[config.mk]
export PLATFORM = sky130hd
export DESIGN_NAME = vm_insn_guard
export DESIGN_NICKNAME = d
export VERILOG_FILES = /design/src/rtl/vm_guard_pkg.sv /design/src/rtl/vm_guard_classify.sv /design/src/rtl/vm_guard_iomask.sv /design/src/rtl/vm_insn_guard.sv
export SDC_FILE = /design/constraint.sdc
export NUM_CORES = 1
export LEC_CHECK = 0
export BUFFER_PORTS_ARGS = -buffer_cell sky130_fd_sc_hd__buf_2
export CORE_MARGIN = 8
export CORE_UTILIZATION = 30
export CTS_CLUSTER_DIAMETER = 40
export CTS_CLUSTER_SIZE = 10
export DETAILED_ROUTE_END_ITERATION = 7
export PLACE_DENSITY = 0.7
export SETUP_SLACK_MARGIN = 0.15
export SKIP_CTS_REPAIR_TIMING = 1
export SYNTH_ARGS = -nofsm -noshare
export SYNTH_HDL_FRONTEND = slang
export SYNTH_SLANG_ARGS = --single-unit
[constraint.sdc]
create_clock -name clk_i -period 1.4 [get_ports clk_i]
set_input_delay 0.07 -clock clk_i [delete_from_list [all_inputs] [get_ports clk_i]]
set_output_delay 0.07 -clock clk_i [all_outputs]
set_load 0.05 [all_outputs]
[src/rtl/vm_guard_pkg.sv]
package vm_guard_pkg;
  localparam int CLS_W = 5;
  localparam logic [CLS_W-1:0] CLS_CLI   = 5'd1;
  localparam logic [CLS_W-1:0] CLS_STI   = 5'd2;
  localparam logic [CLS_W-1:0] CLS_PUSHF = 5'd3;
  localparam logic [CLS_W-1:0] CLS_IRET  = 5'd6;
  localparam logic [CLS_W-1:0] CLS_IO_LO = 5'd8;
  localparam logic [CLS_W-1:0] CLS_IO_HI = 5'd11;
  localparam logic [CLS_W-1:0] CLS_XCHG  = 5'd16;
  localparam logic [CLS_W-1:0] CLS_LK_HI = 5'd30;

  localparam logic [7:0] VEC_GP = 8'd13;
  localparam logic [7:0] VEC_UD = 8'd6;

  typedef enum logic [1:0] {
    VERD_PASS = 2'd0,
    VERD_GP   = 2'd1,
    VERD_UD   = 2'd2
  } verdict_e;

  function automatic logic [7:0] vec_of(verdict_e v);
    case (v)
      VERD_GP: return VEC_GP;
      VERD_UD: return VEC_UD;
      default: return 8'd0;
    endcase
  endfunction
endpackage

[src/rtl/vm_guard_classify.sv]
module vm_guard_classify
  import vm_guard_pkg::*;
#(
  parameter int LEN_W   = 5,
  parameter int MAX_LEN = 15
) (
  input  logic [CLS_W-1:0] cls_i,
  input  logic             lock_i,
  input  logic             mem_dst_i,
  input  logic [LEN_W-1:0] len_i,
  input  logic [1:0]       iopl_i,
  input  logic [1:0]       cpl_i,
  input  logic             vm_i,
  output verdict_e         verdict_o,
  output logic             need_bm_o,
  output logic             lock_bus_o
);
  logic       len_bad, lockable, lock_bad, priv_ok;
  logic       is_if, is_vm_only, is_io, sens;
  logic [1:0] eff_cpl;

  always_comb begin
    len_bad    = int'(len_i) > MAX_LEN;
    lockable   = (cls_i >= CLS_XCHG) && (cls_i <= CLS_LK_HI);
    lock_bad   = lock_i && !(lockable && mem_dst_i);
    eff_cpl    = vm_i ? 2'd3 : cpl_i;   // virtual mode runs at privilege 3
    priv_ok    = eff_cpl <= iopl_i;
    is_if      = (cls_i == CLS_CLI) || (cls_i == CLS_STI);
    is_vm_only = (cls_i >= CLS_PUSHF) && (cls_i <= CLS_IRET);
    is_io      = (cls_i >= CLS_IO_LO) && (cls_i <= CLS_IO_HI);
    sens       = is_if || (vm_i && (is_vm_only || lock_i));

    verdict_o  = VERD_PASS;
    need_bm_o  = 1'b0;
    if (len_bad)               verdict_o = VERD_GP;
    else if (lock_bad)         verdict_o = VERD_UD;
    else if (sens && !priv_ok) verdict_o = VERD_GP;
    else if (is_io && (vm_i || !priv_ok)) need_bm_o = 1'b1;

    lock_bus_o = (lock_i && !lock_bad) || ((cls_i == CLS_XCHG) && mem_dst_i);
  end
endmodule

[src/rtl/vm_guard_iomask.sv]
module vm_guard_iomask #(
  parameter int WIN = 4
) (
  input  logic [1:0]     width_i,
  input  logic [WIN-1:0] bits_i,
  output logic           deny_o
);
  localparam int SPAN_W = $clog2(WIN) + 2;
  logic [WIN-1:0]    mask;
  logic [SPAN_W-1:0] span;

  always_comb begin
    case (width_i)
      2'd0:    span = SPAN_W'(1);
      2'd1:    span = SPAN_W'(2);
      default: span = SPAN_W'(4);
    endcase
  end

  for (genvar g = 0; g < WIN; g++) begin : g_mask
    assign mask[g] = SPAN_W'(g) < span;
  end

  assign deny_o = |(bits_i & mask);
endmodule

[src/rtl/vm_insn_guard.sv]
module vm_insn_guard
  import vm_guard_pkg::*;
#(
  parameter int LEN_W   = 5,
  parameter int MAX_LEN = 15,
  parameter int PORT_W  = 16,
  parameter int WIN     = 4
) (
  input  logic              clk_i,
  input  logic              rst_ni,
  input  logic              valid_i,
  output logic              ready_o,
  input  logic [CLS_W-1:0]  cls_i,
  input  logic              lock_i,
  input  logic              mem_dst_i,
  input  logic [LEN_W-1:0]  len_i,
  input  logic [1:0]        iopl_i,
  input  logic [1:0]        cpl_i,
  input  logic              vm_i,
  input  logic [PORT_W-1:0] port_i,
  input  logic [1:0]        io_width_i,
  output logic              bm_req_o,
  output logic [PORT_W-1:0] bm_port_o,
  input  logic              bm_ack_i,
  input  logic [WIN-1:0]    bm_bits_i,
  output logic              done_o,
  output logic [1:0]        verdict_o,
  output logic [7:0]        vector_o,
  output logic              bus_lock_o
);
  typedef enum logic {ST_IDLE, ST_WAIT} state_e;

  state_e            state_q;
  verdict_e          pre_verd, verd_q;
  logic              need_bm, lock_bus, deny, accept;
  logic              done_q, lock_q, req_q;
  logic [PORT_W-1:0] port_q;
  logic [1:0]        width_q;

  vm_guard_classify #(.LEN_W(LEN_W), .MAX_LEN(MAX_LEN)) u_classify (
    .cls_i, .lock_i, .mem_dst_i, .len_i, .iopl_i, .cpl_i, .vm_i,
    .verdict_o (pre_verd),
    .need_bm_o (need_bm),
    .lock_bus_o(lock_bus)
  );

  vm_guard_iomask #(.WIN(WIN)) u_iomask (
    .width_i(width_q),
    .bits_i (bm_bits_i),
    .deny_o (deny)
  );

  assign accept = valid_i && (state_q == ST_IDLE);

  always_ff @(posedge clk_i or negedge rst_ni) begin
    if (!rst_ni) begin
      state_q <= ST_IDLE;
      done_q  <= 1'b0;
      verd_q  <= VERD_PASS;
      lock_q  <= 1'b0;
      req_q   <= 1'b0;
      port_q  <= '0;
      width_q <= '0;
    end else begin
      done_q <= 1'b0;
      lock_q <= 1'b0;
      if (accept) begin
        if (need_bm) begin
          state_q <= ST_WAIT;
          req_q   <= 1'b1;
          port_q  <= port_i;
          width_q <= io_width_i;
        end else begin
          done_q <= 1'b1;
          verd_q <= pre_verd;
          lock_q <= (pre_verd == VERD_PASS) && lock_bus;
        end
      end else if ((state_q == ST_WAIT) && bm_ack_i) begin
        state_q <= ST_IDLE;
        req_q   <= 1'b0;
        done_q  <= 1'b1;
        verd_q  <= deny ? VERD_GP : VERD_PASS;
      end
    end
  end

  assign ready_o    = state_q == ST_IDLE;
  assign bm_req_o   = req_q;
  assign bm_port_o  = port_q;
  assign done_o     = done_q;
  assign verdict_o  = verd_q;
  assign vector_o   = vec_of(verd_q);
  assign bus_lock_o = lock_q;

  p_len_trap_r1: assert property (@(posedge clk_i) disable iff (!rst_ni)
    (valid_i && ready_o && (int'(len_i) > MAX_LEN)) |=>
      (done_o && verdict_o == 2'd1 && vector_o == 8'd13));
  p_ud_vector_r2: assert property (@(posedge clk_i) disable iff (!rst_ni)
    (done_o && verdict_o == 2'd2) |-> vector_o == 8'd6);
  p_pass_vector_r5: assert property (@(posedge clk_i) disable iff (!rst_ni)
    (done_o && verdict_o == 2'd0) |-> vector_o == 8'd0);
  p_lock_on_pass_r8: assert property (@(posedge clk_i) disable iff (!rst_ni)
    bus_lock_o |-> (done_o && verdict_o == 2'd0));
  p_req_hold_r9: assert property (@(posedge clk_i) disable iff (!rst_ni)
    (bm_req_o && !bm_ack_i) |=> (bm_req_o && $stable(bm_port_o)));
  p_ack_done_r9: assert property (@(posedge clk_i) disable iff (!rst_ni)
    (bm_req_o && bm_ack_i) |=> (done_o && !bm_req_o));
  p_busy_r9: assert property (@(posedge clk_i) disable iff (!rst_ni)
    bm_req_o |-> !ready_o);
endmodule

Word level (Yosys, flattened, before mapping). Cells that the tools add are included. Widths: inputs -> output; s select.

Reductions and logical operators: 28. Bitwise operators: 2. Eq/ne operators: 8. Muxes and demuxes: 22. Magnitude comparators: 12.

Operators with widths (number): $mux 1 (14); $logic_and 1x1->1 (13); $mux 2 (6); $pmux 4 s2 (1); $lt 1x3->1 const A (2); $lt 2x3->1 const A (2); $pmux 3 s2 (1); $reduce_and 2->1 (3); $eq 5x1->1 const B (1); $eq 5x2->1 const B (1); $eq 5x5->1 const B (1); $ge 5x2->1 const B (1); $ge 5x4->1 const B (1); $ge 5x5->1 const B (1); $gt 5x4->1 const B (1); $le 5x3->1 const B (1); $le 5x4->1 const B (1); $le 5x5->1 const B (1); $logic_or 1x1->1 (5); $and 4x4->4 (1); $eq 2x1->1 const B (2); $logic_not 2->1 (2); $ne 2x2->1 const B (2); $reduce_or 4->1 (1); other kinds (5) (7).

Input port bits: 43. Flip-flop bits (word level): 23. Output and inout port bits: 30. Word-level logic and storage cells: 78.

Longest topological paths before layout.
Depth after elaboration: 13. Mapped depth: 8. Gate-level depth less buffers: 6.

Hierarchy. Synthesis repeated with hierarchy kept, for this count alone.

Cells, all modules: 98. Area, all modules: 1217.4 µm².

By module, submodules not included: vm_insn_guard (seq. area each 575.6 µm², times used 1, area each 1023.5 µm², cells an instance 68); vm_guard_classify (seq. area each 0.0 µm², times used 1, area each 176.4 µm², cells an instance 27); vm_guard_iomask (seq. area each 0.0 µm², times used 1, area each 17.5 µm², cells an instance 3).

Worst setup path before layout. No wires, ideal clock.

Kind: input to register. From: input port vm_i. To: register port_q[10] (netlist: bm_port_o[10]). Path slack: -458 ps. Path buffers: 2. Stages on the path: 8. Setup time: 125 ps. Required time: 1275 ps. Data arrival time: 1733 ps. Path through: or2_2 > ha_1 > nor2b_4 > o31a_1 > and3_1 > buf_6 > buf_12 > mux2_4.

Word-level cells in the longest chain between the ends: 10. Elaborated cells between the ends (all ways): 13. Classes of those cells: order compare (1); mux (5); reduce/logical (7).

RTL lines: start, declared (RTL line vm_insn_guard.sv:19) `input logic vm_i,`; $mux 2 (RTL line vm_guard_classify.sv:26) `eff_cpl = vm_i ? 2'd3 : cpl_i;`; $le 2x2->1 (RTL line vm_guard_classify.sv:27) `priv_ok = eff_cpl <= iopl_i;`; $logic_not 1->1 (RTL line vm_guard_classify.sv:37, vm_guard_classify.sv:38); $logic_or 1x1->1 (RTL line vm_guard_classify.sv:38) `else if (is_io && (vm_i || !priv_ok)) need_bm_o = 1'b1;`; $logic_and 1x1->1 (RTL line vm_guard_classify.sv:38); $mux 1 (RTL line vm_guard_classify.sv:38); $mux 1 (*) (RTL line vm_guard_classify.sv:37) `else if (sens && !priv_ok) verdict_o = VERD_GP;`; $mux 1 (*) (RTL line vm_guard_classify.sv:36) `else if (lock_bad) verdict_o = VERD_UD;`; $mux 1 (*) (RTL line vm_guard_classify.sv:35) `if (len_bad) verdict_o = VERD_GP;`; $reduce_and 2->1 (no source line) (*); end signal, assigned (RTL line vm_insn_guard.sv:71) `port_q <= port_i;`; end, declared (RTL line vm_insn_guard.sv:37) `logic [PORT_W-1:0] port_q;`.

Every way passes the cells marked *; elsewhere a longest branch is shown, timed or not. A chain may end at the register's enable or synchronous reset.

Worst setup path after layout.
From: input port vm_i. To: register port_q[12] (netlist: bm_port_o[12]).

The elaborated chain is that of the path after synthesis.

==> impl_metrics.toml <==
[sta]
clock.fmax_mhz = 657
min_period_ns = 1.52
setup_viol = 20
hold_slack_ns = 0.0121
worst-slew-pin-transition_ns = 0.513
finClkSkew_ns = 0.000992
rsz0062_at_grt = "yes"
slew_viol_final = 0
layout_setup_ws_ns = -0.121
worst_slew_margin_rel_pct = 65.8
fin_crit_sh_pct = 109
hold_violations = 0

[cells_and_area]
drive_gt1_share_pct = 65.5
fillers = 382
final_area_mm2 = 0.00183
n_antenna_cell = 0
final_cell_mix = "buf_2, dfrtp_1, mux2_4, mux2_2, buf_4"
layout.nets = 222
syn_to_final_growth_pct = 49.9
final_common_cell = "buf_2"

[die]
io-pin-count = 73
die_area_mm2 = 0.00636
die_w_um = 79.8
die_y_um = 79.8
coreArea_mm2 = 0.00397
core.rowCount = 23
initial_core_util_pct = 30.7

[setup_path]
critPathLaunchType = "input port"
critPathRequiredTime_ns = 1.55
path_buf_inv = 2
critPathMaxStageDelay_ns = 0.33
cp_max_fo = 10
cp-end-kind = "flip-flop"
cp_cell_sequence = "buf_6 > or2_4 > ha_4 > nor2b_4 > o31a_1 > and3_4 > buf_12 > mux2_2"
crit_slowest_cell = "mux2_2"
crit_arrival_ns = 1.67
cp_top_family = "simple AND/OR/NAND/NOR gates"
crit_type = "input port to flip-flop"

[global_routing]
grt_use_total_pct = 9.83
grt.overflow.total = 0
antenna_found_initial = 0
grt_pass1_wl_um = 5020
grt_max_degree = 24
grt_pass1_vias = 1075

[route]
first_pass_iters = 4
via_per_inst = 4.60
drc_errors = 0
via_count = 1031
ant_nets = 0
wire_per_inst_um = 14.8
routed_wl_um = 3310
first_iter_violations = 33

[power]
worst_ir_drop_vdd_v = 0.000680
p_per_area_mw_per_mm2 = 1200
leakage_uw = 0.000936

[placement]
gp_congestion = 0.803
numPortBuffers = 64
placed_area_mm2 = 0.00168
post-dp-hpwl_um = 2550

[clock_tree]
clk-insertion-delay-late_ns = 0.26
cts.sink_count = 23
cts_buffers = 3
clk_pin_slew_worst_paths_ns = 0.08
clock_path_buffers = 2
htreeDepth = 1
cts-root-buf = "clkbuf_8"
cts_tree = "done"

[synth]
ys_types = 38
syn_area_mm2 = 0.00122
seq_area_frac_synth_pct = 47.2
ys_warn_count = 0
synthArstFlopShare_pct = 100
yosys_most_used_dff = "dfrtp_1"
synth_edf_count = 0
ys_ff_latch = 23
synthCells = 98
avgSynthCellArea_um2 = 12.4

[worst_hold_path]
hp-class = "input port to flip-flop"

[run_status]
violations = "setup timing"
status = "finished with violations"

[run]
maxCapViolations = 0
## synthesized netlist by cell type (2+ instances only)
master | n | share of area (%)
dfrtp_1 | 23 | 47
mux2_2 | 9 | 8.3
nor3_1 | 3 | 1.2
nand2_1 | 5 | 1.5
buf_4 | 5 | 3.1
inv_1 | 6 | 1.8
nor2_1 | 4 | 1.2
ha_1 | 4 | 4.1
mux2_4 | 9 | 11
o21ai_0 | 2 | 0.82
## worst paths after layout
| kind | start | to | slack [ns] | depth (start not counted) |
|---|---|---|---|---|
| setup / recovery | vm_i | bm_port_o[12] | -0.12 | 8 |
| setup reg to reg | bm_req_o | bm_port_o[12] | -0.07 | 5 |
| max in group asynchronous | rst_ni | verdict_o[0] | 0.72 | 2 |
| hold / removal | bm_ack_i | bm_req_o | 0.01 | 2 |
| hold reg to reg | bm_port_o[5] | bm_port_o[5] | 0.51 | 1 |
| min in group asynchronous | rst_ni | done_o | 0.30 | 2 |
## through the flow
stage | utilization, % | total power [µW] | std cells | setup TNS, ns | setup WS [ns]
final | 46.1 | 2200 | 224 | -2.07 | -0.121
after floorplan | - | 1530 | 101 | -5.53 | -0.361
after detailed placement | 42.3 | 1760 | 216 | -8.97 | -0.446
after global placement | 42.3 | 1740 | 216 | -8.52 | -0.409
after CTS | 43.5 | 2170 | 220 | -2.74 | -0.159
after global routing | 46.1 | 2330 | 224 | -2.96 | -0.175
## report_power, final
| group | internal (µW) | total (µW) | switching [µW] |
|---|---|---|---|
| sequential | 772 | 832 | 60.1 |
| combinational | 333 | 957 | 623 |
| clock | 198 | 415 | 216 |
| total | 1300 | 2200 | 900 |
## worst register-to-register path: stages (launching register included)
cell      delay, ns
dfrtp_2        0.41
nand2b_4       0.14
nor3_2         0.09
and3_4         0.25
buf_12         0.14
mux2_2         0.34
## area by class of cell
cell class | count | area [µm²] | area share [%]
Clock inverter | 1 | 5.00 | 0.274
Sequential cell | 23 | 579 | 31.7
Timing Repair Buffer | 76 | 480 | 26.3
Inverter | 6 | 26.3 | 1.44
Clock buffer | 3 | 41.3 | 2.26
Tap cell | 50 | 62.6 | 3.42
Multi-Input combinational cell | 65 | 634 | 34.7
## cells by family (layout without fill, tap and decap cells)
group                      count (synthesis)  after routing  synth area share (%)
DFF                                       23             23                  47.2
and+or+nand+nor                           22             22                  10.7
AOI/OAI and AO/OA                         16             16                  10.2
muxes                                     18             18                  19.4
buffers and inverters                     13             86                  7.49
xor gates and xnor gates                   1              1                 0.718
other                                      1              4                 0.307
adders and majority gates                  4              4                  4.10
## flip-flops by register name (all words and copies together), names as in the netlist
signal      flops
bm_req_o        1
verdict_o       2
done_o          1
width_q         2
bus_lock_o      1
bm_port_o      16
## metal layers
layer,wire [µm],part of all wire [%],track usage [%],up-vias
met5,0,0,0,-
met4,23,0.69,2.18,0
met3,290,8.8,3.27,4
met2,1560,47,16.8,48
met1,1440,43,11.6,485
li1,-,-,-,494
Note: power is estimated with default switching activity, not from simulation.
